[src/rtl/cic_pkg.sv]
package cic_pkg;
  typedef enum logic [1:0] {
    RA_PRI = 2'd0,
    RA_SEC = 2'd1,
    RA_CTL = 2'd2
  } reg_addr_e;
endpackage

[src/rtl/cic_frame_timer.sv]
module cic_frame_timer #(
  parameter int FRAME_BITS = 96,
  parameter int IW = 7
) (
  input  logic          clk,
  input  logic          rst,
  input  logic          bit_stb,
  input  logic          fsync,
  output logic [IW-1:0] bit_idx
);
  localparam logic [IW-1:0] LAST_I = IW'(FRAME_BITS - 1);

  logic [IW-1:0] cnt_q;

  // index of the bit that the current strobe belongs to
  assign bit_idx = fsync ? '0 : cnt_q;

  always_ff @(posedge clk) begin
    if (rst) begin
      cnt_q <= '0;
    end else if (bit_stb) begin
      cnt_q <= (bit_idx == LAST_I) ? '0 : bit_idx + 1'b1;
    end
  end
endmodule

[src/rtl/cic_field_rx.sv]
module cic_field_rx #(
  parameter int W = 4,
  parameter int LAST_BIT = 29,
  parameter int IW = 7
) (
  input  logic          clk,
  input  logic          rst,
  input  logic          bit_stb,
  input  logic          rxd,
  input  logic          en,
  input  logic [IW-1:0] bit_idx,
  output logic [W-1:0]  cand,
  output logic          done
);
  localparam logic [IW-1:0] LAST_I = IW'(LAST_BIT);

  logic [W-2:0] sh_q;

  assign cand = {sh_q, rxd};
  assign done = bit_stb & en & (bit_idx == LAST_I);

  always_ff @(posedge clk) begin
    if (rst) begin
      sh_q <= '1;
    end else if (bit_stb) begin
      sh_q <= cand[W-2:0];
    end
  end
endmodule

[src/rtl/cic_code_filter.sv]
module cic_code_filter #(
  parameter int W = 4,
  parameter bit DOUBLE_LOOK = 1'b1
) (
  input  logic         clk,
  input  logic         rst,
  input  logic         done,
  input  logic [W-1:0] cand,
  output logic [W-1:0] code_q,
  output logic         chg_q
);
  generate
    if (DOUBLE_LOOK) begin : g_dll
      logic [W-1:0] pend_q;
      logic         pend_v_q;

      always_ff @(posedge clk) begin
        if (rst) begin
          code_q   <= '1;
          chg_q    <= 1'b0;
          pend_q   <= '1;
          pend_v_q <= 1'b0;
        end else begin
          chg_q <= 1'b0;
          if (done) begin
            if (cand == code_q) begin
              pend_v_q <= 1'b0;
            end else if (pend_v_q && (cand == pend_q)) begin
              code_q   <= cand;
              chg_q    <= 1'b1;
              pend_v_q <= 1'b0;
            end else begin
              pend_q   <= cand;
              pend_v_q <= 1'b1;
            end
          end
        end
      end
    end else begin : g_direct
      always_ff @(posedge clk) begin
        if (rst) begin
          code_q <= '1;
          chg_q  <= 1'b0;
        end else begin
          chg_q <= 1'b0;
          if (done && (cand != code_q)) begin
            code_q <= cand;
            chg_q  <= 1'b1;
          end
        end
      end
    end
  endgenerate
endmodule

[src/rtl/cic_tx_mux.sv]
module cic_tx_mux #(
  parameter int P_POS = 26,
  parameter int P_W = 4,
  parameter int S_POS = 58,
  parameter int S_W = 6,
  parameter int IW = 7
) (
  input  logic           clk,
  input  logic           rst,
  input  logic           bit_stb,
  input  logic           term_mode,
  input  logic [IW-1:0]  bit_idx,
  input  logic [P_W-1:0] cix0,
  input  logic [S_W-1:0] cix1,
  output logic           txd
);
  logic nxt;

  always_comb begin
    nxt = 1'b1;
    for (int k = 0; k < P_W; k++) begin
      if (bit_idx == IW'(P_POS + P_W - 1 - k)) nxt = cix0[k];
    end
    for (int k = 0; k < S_W; k++) begin
      if (term_mode && (bit_idx == IW'(S_POS + S_W - 1 - k))) nxt = cix1[k];
    end
  end

  always_ff @(posedge clk) begin
    if (rst) begin
      txd <= 1'b1;
    end else if (bit_stb) begin
      txd <= nxt;
    end
  end
endmodule

[src/rtl/cic_regs.sv]
module cic_regs
  import cic_pkg::*;
#(
  parameter int P_W = 4,
  parameter int S_W = 6,
  parameter int DW = 6
) (
  input  logic           clk,
  input  logic           rst,
  input  logic [1:0]     reg_addr,
  input  logic           reg_wr,
  input  logic           reg_rd,
  input  logic [DW-1:0]  reg_wdata,
  output logic [DW-1:0]  reg_rdata,
  input  logic [P_W-1:0] code0,
  input  logic [S_W-1:0] code1,
  input  logic           chg0,
  input  logic           chg1,
  output logic [P_W-1:0] cix0_q,
  output logic [S_W-1:0] cix1_q,
  output logic [1:0]     stat_q,
  output logic [1:0]     en_q,
  output logic           irq
);
  logic rd_pri, rd_sec;

  assign rd_pri = reg_rd && (reg_addr == RA_PRI);
  assign rd_sec = reg_rd && (reg_addr == RA_SEC);

  always_ff @(posedge clk) begin
    if (rst) begin
      cix0_q    <= '1;
      cix1_q    <= '1;
      en_q      <= '0;
      stat_q    <= '0;
      reg_rdata <= '0;
      irq       <= 1'b0;
    end else begin
      if (reg_wr) begin
        case (reg_addr)
          RA_PRI:  cix0_q <= reg_wdata[P_W-1:0];
          RA_SEC:  cix1_q <= reg_wdata[S_W-1:0];
          RA_CTL:  en_q   <= reg_wdata[1:0];
          default: ;
        endcase
      end
      if (reg_rd) begin
        case (reg_addr)
          RA_PRI:  reg_rdata <= DW'(code0);
          RA_SEC:  reg_rdata <= DW'(code1);
          RA_CTL:  reg_rdata <= DW'({en_q, stat_q});
          default: reg_rdata <= '0;
        endcase
      end
      stat_q[0] <= chg0 | (stat_q[0] & ~rd_pri);
      stat_q[1] <= chg1 | (stat_q[1] & ~rd_sec);
      irq       <= |(stat_q & en_q);
    end
  end
endmodule

[src/rtl/cic_ctrl.sv]
module cic_ctrl #(
  parameter int FRAME_BITS = 96,
  parameter int P_POS = 26,
  parameter int P_W = 4,
  parameter int S_POS = 58,
  parameter int S_W = 6,
  localparam int DW = S_W,
  localparam int IW = $clog2(FRAME_BITS)
) (
  input  logic          clk,
  input  logic          rst,
  input  logic          fsync,
  input  logic          bit_stb,
  input  logic          rxd,
  input  logic          term_mode,
  output logic          txd,
  input  logic [1:0]    reg_addr,
  input  logic          reg_wr,
  input  logic          reg_rd,
  input  logic [DW-1:0] reg_wdata,
  output logic [DW-1:0] reg_rdata,
  output logic          irq
);
  logic [IW-1:0]  bit_idx;
  logic [P_W-1:0] p_cand, cir0_q, cix0_q;
  logic [S_W-1:0] s_cand, cir1_q, cix1_q;
  logic           p_done, s_done, p_chg, s_chg;
  logic [1:0]     stat_q, en_q;

  cic_frame_timer #(.FRAME_BITS(FRAME_BITS), .IW(IW)) timer_i (
    .clk(clk), .rst(rst), .bit_stb(bit_stb), .fsync(fsync), .bit_idx(bit_idx)
  );

  cic_field_rx #(.W(P_W), .LAST_BIT(P_POS + P_W - 1), .IW(IW)) prx_i (
    .clk(clk), .rst(rst), .bit_stb(bit_stb), .rxd(rxd), .en(1'b1),
    .bit_idx(bit_idx), .cand(p_cand), .done(p_done)
  );

  cic_field_rx #(.W(S_W), .LAST_BIT(S_POS + S_W - 1), .IW(IW)) srx_i (
    .clk(clk), .rst(rst), .bit_stb(bit_stb), .rxd(rxd), .en(term_mode),
    .bit_idx(bit_idx), .cand(s_cand), .done(s_done)
  );

  cic_code_filter #(.W(P_W), .DOUBLE_LOOK(1'b1)) pflt_i (
    .clk(clk), .rst(rst), .done(p_done), .cand(p_cand),
    .code_q(cir0_q), .chg_q(p_chg)
  );

  cic_code_filter #(.W(S_W), .DOUBLE_LOOK(1'b0)) sflt_i (
    .clk(clk), .rst(rst), .done(s_done), .cand(s_cand),
    .code_q(cir1_q), .chg_q(s_chg)
  );

  cic_tx_mux #(.P_POS(P_POS), .P_W(P_W), .S_POS(S_POS), .S_W(S_W), .IW(IW)) tx_i (
    .clk(clk), .rst(rst), .bit_stb(bit_stb), .term_mode(term_mode),
    .bit_idx(bit_idx), .cix0(cix0_q), .cix1(cix1_q), .txd(txd)
  );

  cic_regs #(.P_W(P_W), .S_W(S_W), .DW(DW)) regs_i (
    .clk(clk), .rst(rst), .reg_addr(reg_addr), .reg_wr(reg_wr), .reg_rd(reg_rd),
    .reg_wdata(reg_wdata), .reg_rdata(reg_rdata), .code0(cir0_q), .code1(cir1_q),
    .chg0(p_chg), .chg1(s_chg), .cix0_q(cix0_q), .cix1_q(cix1_q),
    .stat_q(stat_q), .en_q(en_q), .irq(irq)
  );
endmodule

[config.mk]
export PLATFORM = sky130hd
export DESIGN_NAME = cic_ctrl
export DESIGN_NICKNAME = d
export VERILOG_FILES = /design/src/rtl/cic_pkg.sv /design/src/rtl/cic_frame_timer.sv /design/src/rtl/cic_field_rx.sv /design/src/rtl/cic_code_filter.sv /design/src/rtl/cic_tx_mux.sv /design/src/rtl/cic_regs.sv /design/src/rtl/cic_ctrl.sv
export SDC_FILE = /design/constraint.sdc
export NUM_CORES = 1
export LEC_CHECK = 0
export BUFFER_PORTS_ARGS = -buffer_cell sky130_fd_sc_hd__buf_2
export CAP_MARGIN = 20
export CORE_AREA = 2 2 99 91
export CTS_CLUSTER_SIZE = 16
export DETAILED_ROUTE_END_ITERATION = 12
export DIE_AREA = 0 0 101 93
export PLACE_DENSITY = 0.43
export SLEW_MARGIN = 30
export SYNTH_ARGS = -nofsm -noshare
export SYNTH_HDL_FRONTEND = slang
export SYNTH_SLANG_ARGS = --single-unit
[constraint.sdc]
create_clock -name clk -period 2.5 [get_ports clk]
set_input_delay 0.375 -clock clk [delete_from_list [all_inputs] [get_ports clk]]
set_output_delay 0.375 -clock clk [all_outputs]
set_load 0.03 [all_outputs]
==> results.md, run 1 <==
- Status: finished clean
- Synth Area in XOR/XNOR: 5.02%
- Post-DP Area: 2630 um^2
- Ys Warns: 0
- Clk buf depth: 2
- H-Tree Depth: 2
- Overflow after GRT: 0
- Post-synth EDFFs: 0
- Met1 Use GR: 19.2%
- Period utilization: 83.5%
- Drt pass-1 iters: 5
- Setup ws final: 0.412 ns
- Critical Path Start Type: register
- Final Instance Area: 2720 um^2
- FP Rows: 32
- Area delta synth->final: 11.2%
- CP required: 2.68 ns
- Main synth FF type: dfxtp_1
- RSZ-0062 raised after global routing: false
- Post-cts resize count: 0
- Seq/Total Area, Yosys: 41.8%
- HP Class: in2reg
- Synth async-reset ratio: 0%
- Number of global-route vias before repair: 1763
- Buffers & Inverters on Critical Path: 0
- CP arrival: 2.27 ns
- Dpl ws: 0.316 ns
- Met2 GRT Util: 18.7%
- Setup violations, final: 0
- Fin. Hold Viols: 0
- Leak: 1.07 nW
- WL final: 5.78 mm
- Drt initial violations: 146
- Avg Cell Area, Syn: 8.63 um^2
- Worst skew pair latency: 0.31 ns
- Critical Path Slowest Stage Cell: dfxtp_1
- CTS tree: built
- Max_cap viols: 0
- Post-synthesis simple-gate area fraction: 23.6%
- Largest net degree at the start of global routing: 24
- Initial Util: 29.1%
- Clock slew at reported path FFs: 0.10 ns
- First-pass GRT wire length: 9.43 mm
- Kind of critical path: reg2reg
- DP HPWL: 4.25 mm
- WL/cell: 14.4 um
- Core region area: 8410 um^2
- Slew headroom: 66.4%
- Die extent in y: 93 um
- Dpl cells: 392
- Synth Register Bits: 51
- All-layer global routing usage: 12.7%
- GR Util met3: 2.24%
- Max Fclk: 479 MHz
- Fillers: 907
- Non-filler instance count after layout: 400
- Mux contribution to synthesized area: 10.2%
- Post-synthesis adder-cell area fraction: 1.02%
- Max incr delay on CP: 0.49 ns
- Port Buf Inserts: 23
- Largest family of logic cells by synthesized area: simple AND/OR/NAND/NOR gates
- Mapped Nets: 301
- Gp weighted congestion: 0.835
- CP Capture Type: register
- DIE AREA: 9390 um^2
- Die W: 101 um
- Routed vias: 1957
- Hold_buf cts: 0
- Tmin final: 2.09 ns
- Root Driver: clkbuf_8
- Final TNS setup: 0 ns
- VDD IR max: 0.238 mV
- I/O pin cnt: 24
- ANT cells: 0
- Clock Sinks: 51
- Power per cell area: 549 nW/um^2
- Via density: 4.89
- GRT Max-Usage Layer: met1
- Post-synthesis cell type count: 41
- Worst hold margin: 0.289 ns
- Layout cells sized above 1: 12.8%
- Syn Inst Count: 283
- Num CTS Buffers: 5
- Worst-path maximum fanout: 9
- Initial antenna violation count: 0
- CP cell instances: nor2b_1 -> ha_1 -> nand3_4 -> nor4_4 -> mux2i_1 -> nand2_1
- Routed Antenna Nets: 0
- Worst-margin pin slew: 0.496 ns
- Util after Layout: 32.3%
- Buffer count from post-CTS setup fixing: 0
- Total power draw: 1.49 mW
- Nets: 315
- Clock skew: 0.0115 ns
- Crit path max-delay family: simple AND/OR/NAND/NOR gates
- DRC viols: 0
- Area fraction in compound gates after synthesis: 13.9%
- Mapped Area: 2440 um^2
- Fin. max-slew vios: 0
[layout make-up]
class	instances	area, um^2	share of cell area [%]
Tap cell	102	128	4.70
Clock inverter	3	20.0	0.737
Clock buffer	5	68.8	2.53
Multi-Input combinational cell	205	1320	48.4
Inverter	9	33.8	1.24
Timing Repair Buffer	25	130	4.79
Sequential cell	51	1020	37.6
[flip-flops by register name, indices dropped and copies added, names as in the netlist, 2 cells and up]
signal and count:
pflt_i.g_dll.pend_q 4, pflt_i.code_q 4, sflt_i.code_q 6, regs_i.stat_q 2, regs_i.en_q 2, srx_i.sh_q 3, timer_i.cnt_q 7, regs_i.cix0_q 4
regs_i.cix1_q 6, prx_i.sh_q 2, regs_i.reg_rdata 6
[worst register-to-register path, delay by kind of cell, from the launching register on]
family,cells,cell delay (ns)
and+or+nand+nor,4,0.94
DFF,1,0.49
adders and majority gates,1,0.31
muxes,1,0.23
[cell usage in the layout (no fill, tap or decap), types with 2 or more instances in the layout]
master	n
a31oi_1	2
nand4_1	2
nand3_1	11
xnor2_1	12
buf_4	2
ha_1	2
o211ai_1	6
xor2_1	2
o21ai_0	7
and2_1	2
nor2b_1	5
dfxtp_1	51
a211oi_1	7
inv_1	9
a41oi_1	2
or3_1	2
clkbuf_8	5
a22oi_1	4
nor3_1	3
a21oi_1	14
clkinvlp_4	2
and3_1	2
nor2_1	25
mux2i_1	25
buf_2	23
nand2_1	46
nand2b_1	7
nand4b_1	3
[report_power, final]
| group | switching [mW] | internal (mW) |
|---|---|---|
| clock | 0.296 | 0.196 |
| combinational | 0.0953 | 0.0532 |
| sequential | 0.0191 | 0.832 |
| total | 0.411 | 1.08 |
[cells in the mapped netlist, types with 4 or more instances]
master | number | area, um^2
nand2b_1 | 7 | 43.8
a22oi_1 | 4 | 30.0
o211ai_1 | 6 | 45.0
nor2b_1 | 5 | 31.3
nor2_1 | 25 | 93.8
inv_1 | 9 | 33.8
o21ai_0 | 7 | 35.0
nand3_1 | 11 | 55.1
mux2i_1 | 25 | 250
xnor2_1 | 12 | 105
a21oi_1 | 14 | 70.1
clkbuf_1 | 12 | 45.0
dfxtp_1 | 51 | 1020
buf_2 | 5 | 25.0
nand2_1 | 46 | 173
a211oi_1 | 7 | 52.6
[logic make-up (layout without fill, tap and decap cells)]
family / count (synthesis) / in the layout
buf+inv: 27 / 42
flops: 51 / 51
mux: 25 / 25
fa+ha+maj: 2 / 2
compound gates: 50 / 50
xor+xnor: 14 / 14
simple gates: 114 / 114
[per-layer routing]
layer / up-vias / share of wire, %
met5: - / 0
met4: 0 / 0.90
met3: 4 / 3.1
met2: 41 / 41
met1: 894 / 55
li1: 1018 / -
[path summary, 6_finish.rpt]
path | from | end | slack (ns) | cells after the start
max | timer_i.cnt_q[0] | pflt_i.code_q[3] | 0.41 | 6
min | reg_wdata[2] | regs_i.cix1_q[2] | 0.29 | 3
max reg2reg | timer_i.cnt_q[0] | pflt_i.code_q[3] | 0.41 | 6
min reg2reg | pflt_i.chg_q | regs_i.stat_q[0] | 0.45 | 2
Power figures use the tool's default switching activity.
==> run 2, diff against run 1 <==
- clock period: 2.5 -> 2.2 ns (I/O delays scaled with it)
==> run 2 against run 1 <==
Count of clock-buffer cells in the layout unchanged. Sequential cell count stayed put. Hold slack worse by 0.038 ns. Clock power up 58%. Die area is the same. Final cell count increased by 1.5%. Critical path type unchanged. Largest cell class unchanged. Highest routed layer unchanged.
==> results.md, run 2 (synthesized netlist as in run 1, its figures left out) <==
- Status: finished clean
- Power per cell area: 684 nW/um^2 (+25%)
- Initial antenna violation count: 0 (unchanged)
- Tmin final: 1.90 ns (-0.192 ns)
- Setup violations, final: 0 (unchanged)
- Fin. Hold Viols: 0 (unchanged)
- Routed vias: 1940 (-0.87%)
- Clock skew: 0.00670 ns (-0.00482 ns)
- Crit path max-delay family: simple AND/OR/NAND/NOR gates
- FP Rows: 32 (unchanged)
- Routed Antenna Nets: 0 (unchanged)
- Critical Path Slowest Stage Cell: nor4_4
- Die W: 101 um (unchanged)
- CP cell instances: nor2b_1 -> inv_1 -> ha_1 -> nand3_4 -> nor4_4 -> mux2i_1 -> nand2_1
- I/O pin cnt: 24 (unchanged)
- Period utilization: 86.2% (+2.6 points)
- Worst-margin pin slew: 0.573 ns (+0.0770 ns)
- Post-cts resize count: 0 (unchanged)
- Number of global-route vias before repair: 1866 (+5.8%)
- Buffers & Inverters on Critical Path: 1 (+1)
- CTS tree: built
- DP HPWL: 4.29 mm (+0.93%)
- WL final: 5.79 mm (+0.31%)
- Hold_buf cts: 0 (unchanged)
- Drt pass-1 iters: 4 (-1)
- Leak: 1.13 nW (+4.8%)
- H-Tree Depth: 2 (unchanged)
- Largest net degree at the start of global routing: 24 (unchanged)
- Reg with most FFs: timer_i.cnt_q
- Buffer count from post-CTS setup fixing: 0 (unchanged)
- Die extent in y: 93 um (unchanged)
- DRC viols: 0 (unchanged)
- Worst-path maximum fanout: 7 (-2)
- Area delta synth->final: 15.0%
- VDD IR max: 0.251 mV (+5.5%)
- Gp weighted congestion: 0.821 (-1.7%)
- Nets: 321 (+1.9%)
- Worst skew pair latency: 0.30 ns (about the same)
- Port Buf Inserts: 23 (unchanged)
- Most frequent cells in the layout: dfxtp_1 (51), nand2_1 (46), mux2i_1 (25), nor2_1 (25), buf_2 (23)
- Max reg flops: 7 (unchanged)
- CP Capture Type: register
- RSZ-0062 raised after global routing: false
- Initial Util: 29.1% (unchanged)
- Max incr delay on CP: 0.46 ns (-0.03 ns)
- Final TNS setup: 0 ns (unchanged)
- Slew headroom: 61.2% (-5.2 points)
- Clock Sinks: 51 (unchanged)
- CP required: 2.40 ns (-0.28 ns)
- Num CTS Buffers: 5 (unchanged)
- Core region area: 8410 um^2 (unchanged)
- Commonest non-fill, non-tap cell in the layout: dfxtp_1
- Critical Path Start Type: register
- Clk buf depth: 2 (unchanged)
- Clock slew at reported path FFs: 0.09 ns (about the same)
- Util after Layout: 33.4% (+1.1 points)
- ANT cells: 0 (unchanged)
- Drt initial violations: 101 (-31%)
- Max Fclk: 528 MHz (+10%)
- All-layer global routing usage: 13.2% (+0.52 points)
- Kind of critical path: reg2reg
- Layout cells sized above 1: 14.5% (+1.7 points)
- HP Class: in2reg
- CP arrival: 2.09 ns (-0.18 ns)
- WL/cell: 14.3 um (-1.2%)
- Fin. max-slew vios: 0 (unchanged)
- Root Driver: clkbuf_8
- DIE AREA: 9390 um^2 (unchanged)
- Max_cap viols: 0 (unchanged)
- First-pass GRT wire length: 9.73 mm (+3.2%)
- Overflow after GRT: 0 (unchanged)
- Via density: 4.78 (-2.3%)
run 2: changes by cell type in the layout (fill, tap and decap cells not counted):
cell	delta
buf_4	+6
bufinv_16	+2
clkinv_2	-1
clkinvlp_4	-1
run 2: tightest hold or removal path: stages:
cell,delay (ns)
buf_2,0.09
nand2_1,0.04
nand3_1,0.06
run 2: stage by stage:
step | setup WS, ns | hold WS [ns] | cells | power [mW] | area [um^2]
finish | 0.305 | 0.251 | 406 | 1.92 | 2810
CTS | 0.299 | 0.248 | 406 | 1.95 | 2810
global placement | 0.198 | 0.421 | 398 | 1.17 | 2670
detailed placement | 0.160 | 0.431 | 398 | 1.17 | 2670
global route | 0.135 | 0.242 | 406 | 2.01 | 2810
floorplan | 0.335 | 0.408 | 283 | 1.10 | 2440
run 2: power breakdown:
group	switching (mW)	internal (mW)	leakage, nW	total (mW)
registers	0.0166	0.945	0.416	0.962
clock network	0.324	0.454	0.0644	0.778
logic	0.115	0.0677	0.646	0.183
run 2: path summary, 6_finish.rpt:
kind,slack [ns],to,cells after the start,from
min,0.25,regs_i.cix1_q[5],3,reg_wdata[5]
max,0.30,pflt_i.code_q[1],7,timer_i.cnt_q[1]
max reg2reg,0.30,pflt_i.code_q[1],7,timer_i.cnt_q[1]
min reg2reg,0.45,regs_i.stat_q[0],2,pflt_i.chg_q
run 2: final cells by class:
cell class / instances / area (um^2)
Multi-Input combinational cell: 205 / 1320
Fill cell: 895 / 5600
Clock inverter: 3 / 67.6
Tap cell: 102 / 128
Inverter: 9 / 33.8
Clock buffer: 5 / 68.8
Sequential cell: 51 / 1020
Timing Repair Buffer: 31 / 175
run 2: routing by layer:
metal | vias up | share of wire (%) | global-route usage, %
li1 | 1023 | - | -
met1 | 880 | 56 | 20.4
met3 | 8 | 2.8 | 2.62
met4 | 0 | 1.2 | 3.72
met2 | 29 | 40 | 18.4
met5 | - | 0 | 0
==> run 3, diff against run 2 <==
- BUFFER_PORTS_ARGS: -buffer_cell sky130_fd_sc_hd__buf_2 -> -buffer_cell sky130_fd_sc_hd__clkbuf_2
==> run 3 against run 2 <==
Register-to-register slack lost 0.04 ns. Largest cell class unchanged. Largest power group unchanged. Final cell count is the same. Worst setup slack lost 0.035 ns.
==> results.md, run 3 (synthesized netlist as in run 1, its figures left out) <==
- Status: finished clean
- Final TNS setup: 0 ns (unchanged)
- Initial antenna violation count: 0 (unchanged)
- Reg2Reg Setup Slack: 0.27 ns (-0.04 ns)
- ANT cells: 0 (unchanged)
- Num CTS Buffers: 5 (unchanged)
- Slew headroom: 61.9% (+0.64 points)
- CP arrival: 2.13 ns (+0.04 ns)
- Non-filler instance count after layout: 406 (unchanged)
- RSZ-0062 raised after global routing: false
- Clock slew at reported path FFs: 0.10 ns (about the same)
- VDD IR max: 0.260 mV (+3.7%)
- Dpl ws: 0.129 ns (-0.0310 ns)
- DIE AREA: 9390 um^2 (unchanged)
- CP Capture Type: register
- Power per cell area: 658 nW/um^2 (-3.9%)
- Port Buf Inserts: 23 (unchanged)
- Hold_buf cts: 0 (unchanged)
- Dpl cells: 398 (unchanged)
- First-pass GRT wire length: 10.1 mm (+3.8%)
- Fin. Hold Viols: 0 (unchanged)
- Total power draw: 1.83 mW (-4.6%)
- Setup violations, final: 0 (unchanged)
- Kind of critical path: reg2reg
- DRC viols: 0 (unchanged)
- Largest net degree at the start of global routing: 24 (unchanged)
- CP required: 2.40 ns (about the same)
- Clk buf depth: 2 (unchanged)
- Post-DP Area: 2670 um^2 (unchanged)
- Worst-path maximum fanout: 7 (unchanged)
- Area delta synth->final: 14.1%
- Drt initial violations: 90 (-11%)
- Max_cap viols: 0 (unchanged)
- Drt pass-1 iters: 5 (+1)
- Die extent in y: 93 um (unchanged)
- CTS tree: built
- H-Tree Depth: 2 (unchanged)
- Worst skew pair latency: 0.31 ns (about the same)
- HP Class: in2reg
- Most frequent cells in the layout: dfxtp_1 (51), nand2_1 (46), mux2i_1 (25), nor2_1 (25), clkbuf_2 (23)
- Worst-margin pin slew: 0.564 ns (-0.00943 ns)
- Util after Layout: 33.2% (-0.25 points)
- Critical Path Slowest Stage Cell: nor4_4
- Commonest non-fill, non-tap cell in the layout: dfxtp_1
- Buffer count from post-CTS setup fixing: 0 (unchanged)
- Via density: 4.84 (+1.3%)
- Post-cts resize count: 0 (unchanged)
- Routed Antenna Nets: 0 (unchanged)
- Routed vias: 1966 (+1.3%)
- Max Fclk: 518 MHz (-1.8%)
- I/O pin cnt: 24 (unchanged)
- Gp weighted congestion: 0.845 (+3.0%)
- Nets: 321 (unchanged)
- WL/cell: 14.6 um (+2.6%)
- Max reg flops: 7 (unchanged)
- Final Instance Area: 2790 um^2 (-0.76%)
- Core region area: 8410 um^2 (unchanged)
- Leak: 1.12 nW (-0.86%)
- DP HPWL: 4.48 mm (+4.4%)
- Root Driver: clkbuf_8
- Levels on crit path: 7 (unchanged)
- WL final: 5.94 mm (+2.6%)
- Initial Util: 29.1% (unchanged)
- Critical Path Start Type: register
- Overflow after GRT: 0 (unchanged)
- CP cell instances: nor2b_1 -> inv_1 -> ha_1 -> nand3_4 -> nor4_4 -> mux2i_1 -> nand2_1
- Setup ws final: 0.269 ns (-0.0354 ns)
- FP Rows: 32 (unchanged)
- Period utilization: 87.8% (+1.6 points)
- Tmin final: 1.93 ns (+0.0354 ns)
- Worst hold margin: 0.228 ns (-0.0236 ns)
- Crit path max-delay family: simple AND/OR/NAND/NOR gates
- Layout cells sized above 1: 14.5% (unchanged)
- Fin. max-slew vios: 0 (unchanged)
- Clock skew: 0.0147 ns (+0.00797 ns)
- Die W: 101 um (unchanged)
- Number of global-route vias before repair: 1961 (+5.1%)
- Fillers: 894 (-0.11%)
- Buffers & Inverters on Critical Path: 1 (unchanged)
- Clock Sinks: 51 (unchanged)
- Reg with most FFs: timer_i.cnt_q
- Max incr delay on CP: 0.47 ns (about the same)
- All-layer global routing usage: 13.7% (+0.48 points)
- Hold Path Depth: 3 (unchanged)
- Worst Reg-to-Reg Cells: 7 (unchanged)
[run 3: changes by cell type in the layout (fill, tap and decap cells not counted), sizes merged]
cell	delta
buf	-23
inv	+1
clkbuf	+23
bufinv	-1
[run 3: power breakdown]
part	internal [mW]	switching [mW]	leakage (nW)	total, mW
combinational	0.0664	0.114	0.646	0.180
clock	0.343	0.346	0.0548	0.690
sequential	0.945	0.0183	0.416	0.964
total	1.36	0.478	1.12	1.83
[run 3: metal layers]
| layer | GRT usage (%) | part of all wire [%] | vias to the layer above |
|---|---|---|---|
| met3 | 2.47 | 3.6 | 5 |
| met5 | 0 | 0 | - |
| met4 | 3.94 | 1.1 | 0 |
| met1 | 20.1 | 53 | 906 |
| li1 | - | - | 1020 |
| met2 | 20.5 | 42 | 35 |
[run 3: final cells by class]
cell class / count / area [um^2] / area share, %
Clock buffer: 5 / 68.8 / 2.47
Clock inverter: 3 / 46.3 / 1.66
Inverter: 9 / 33.8 / 1.21
Multi-Input combinational cell: 205 / 1320 / 47.2
Sequential cell: 51 / 1020 / 36.6
Tap cell: 102 / 128 / 4.58
Timing Repair Buffer: 31 / 175 / 6.28
[run 3: worst paths after layout]
kind                 endpoint        startpoint
max          pflt_i.code_q[0]  timer_i.cnt_q[1]
min          regs_i.cix1_q[5]      reg_wdata[5]
min reg2reg  regs_i.stat_q[0]      pflt_i.chg_q
max reg2reg  pflt_i.code_q[0]  timer_i.cnt_q[1]
[run 3: worst min-delay path, cell delays in order]
cell	delay, ns
clkbuf_2	0.07
nand2_1	0.04
nand3_1	0.06
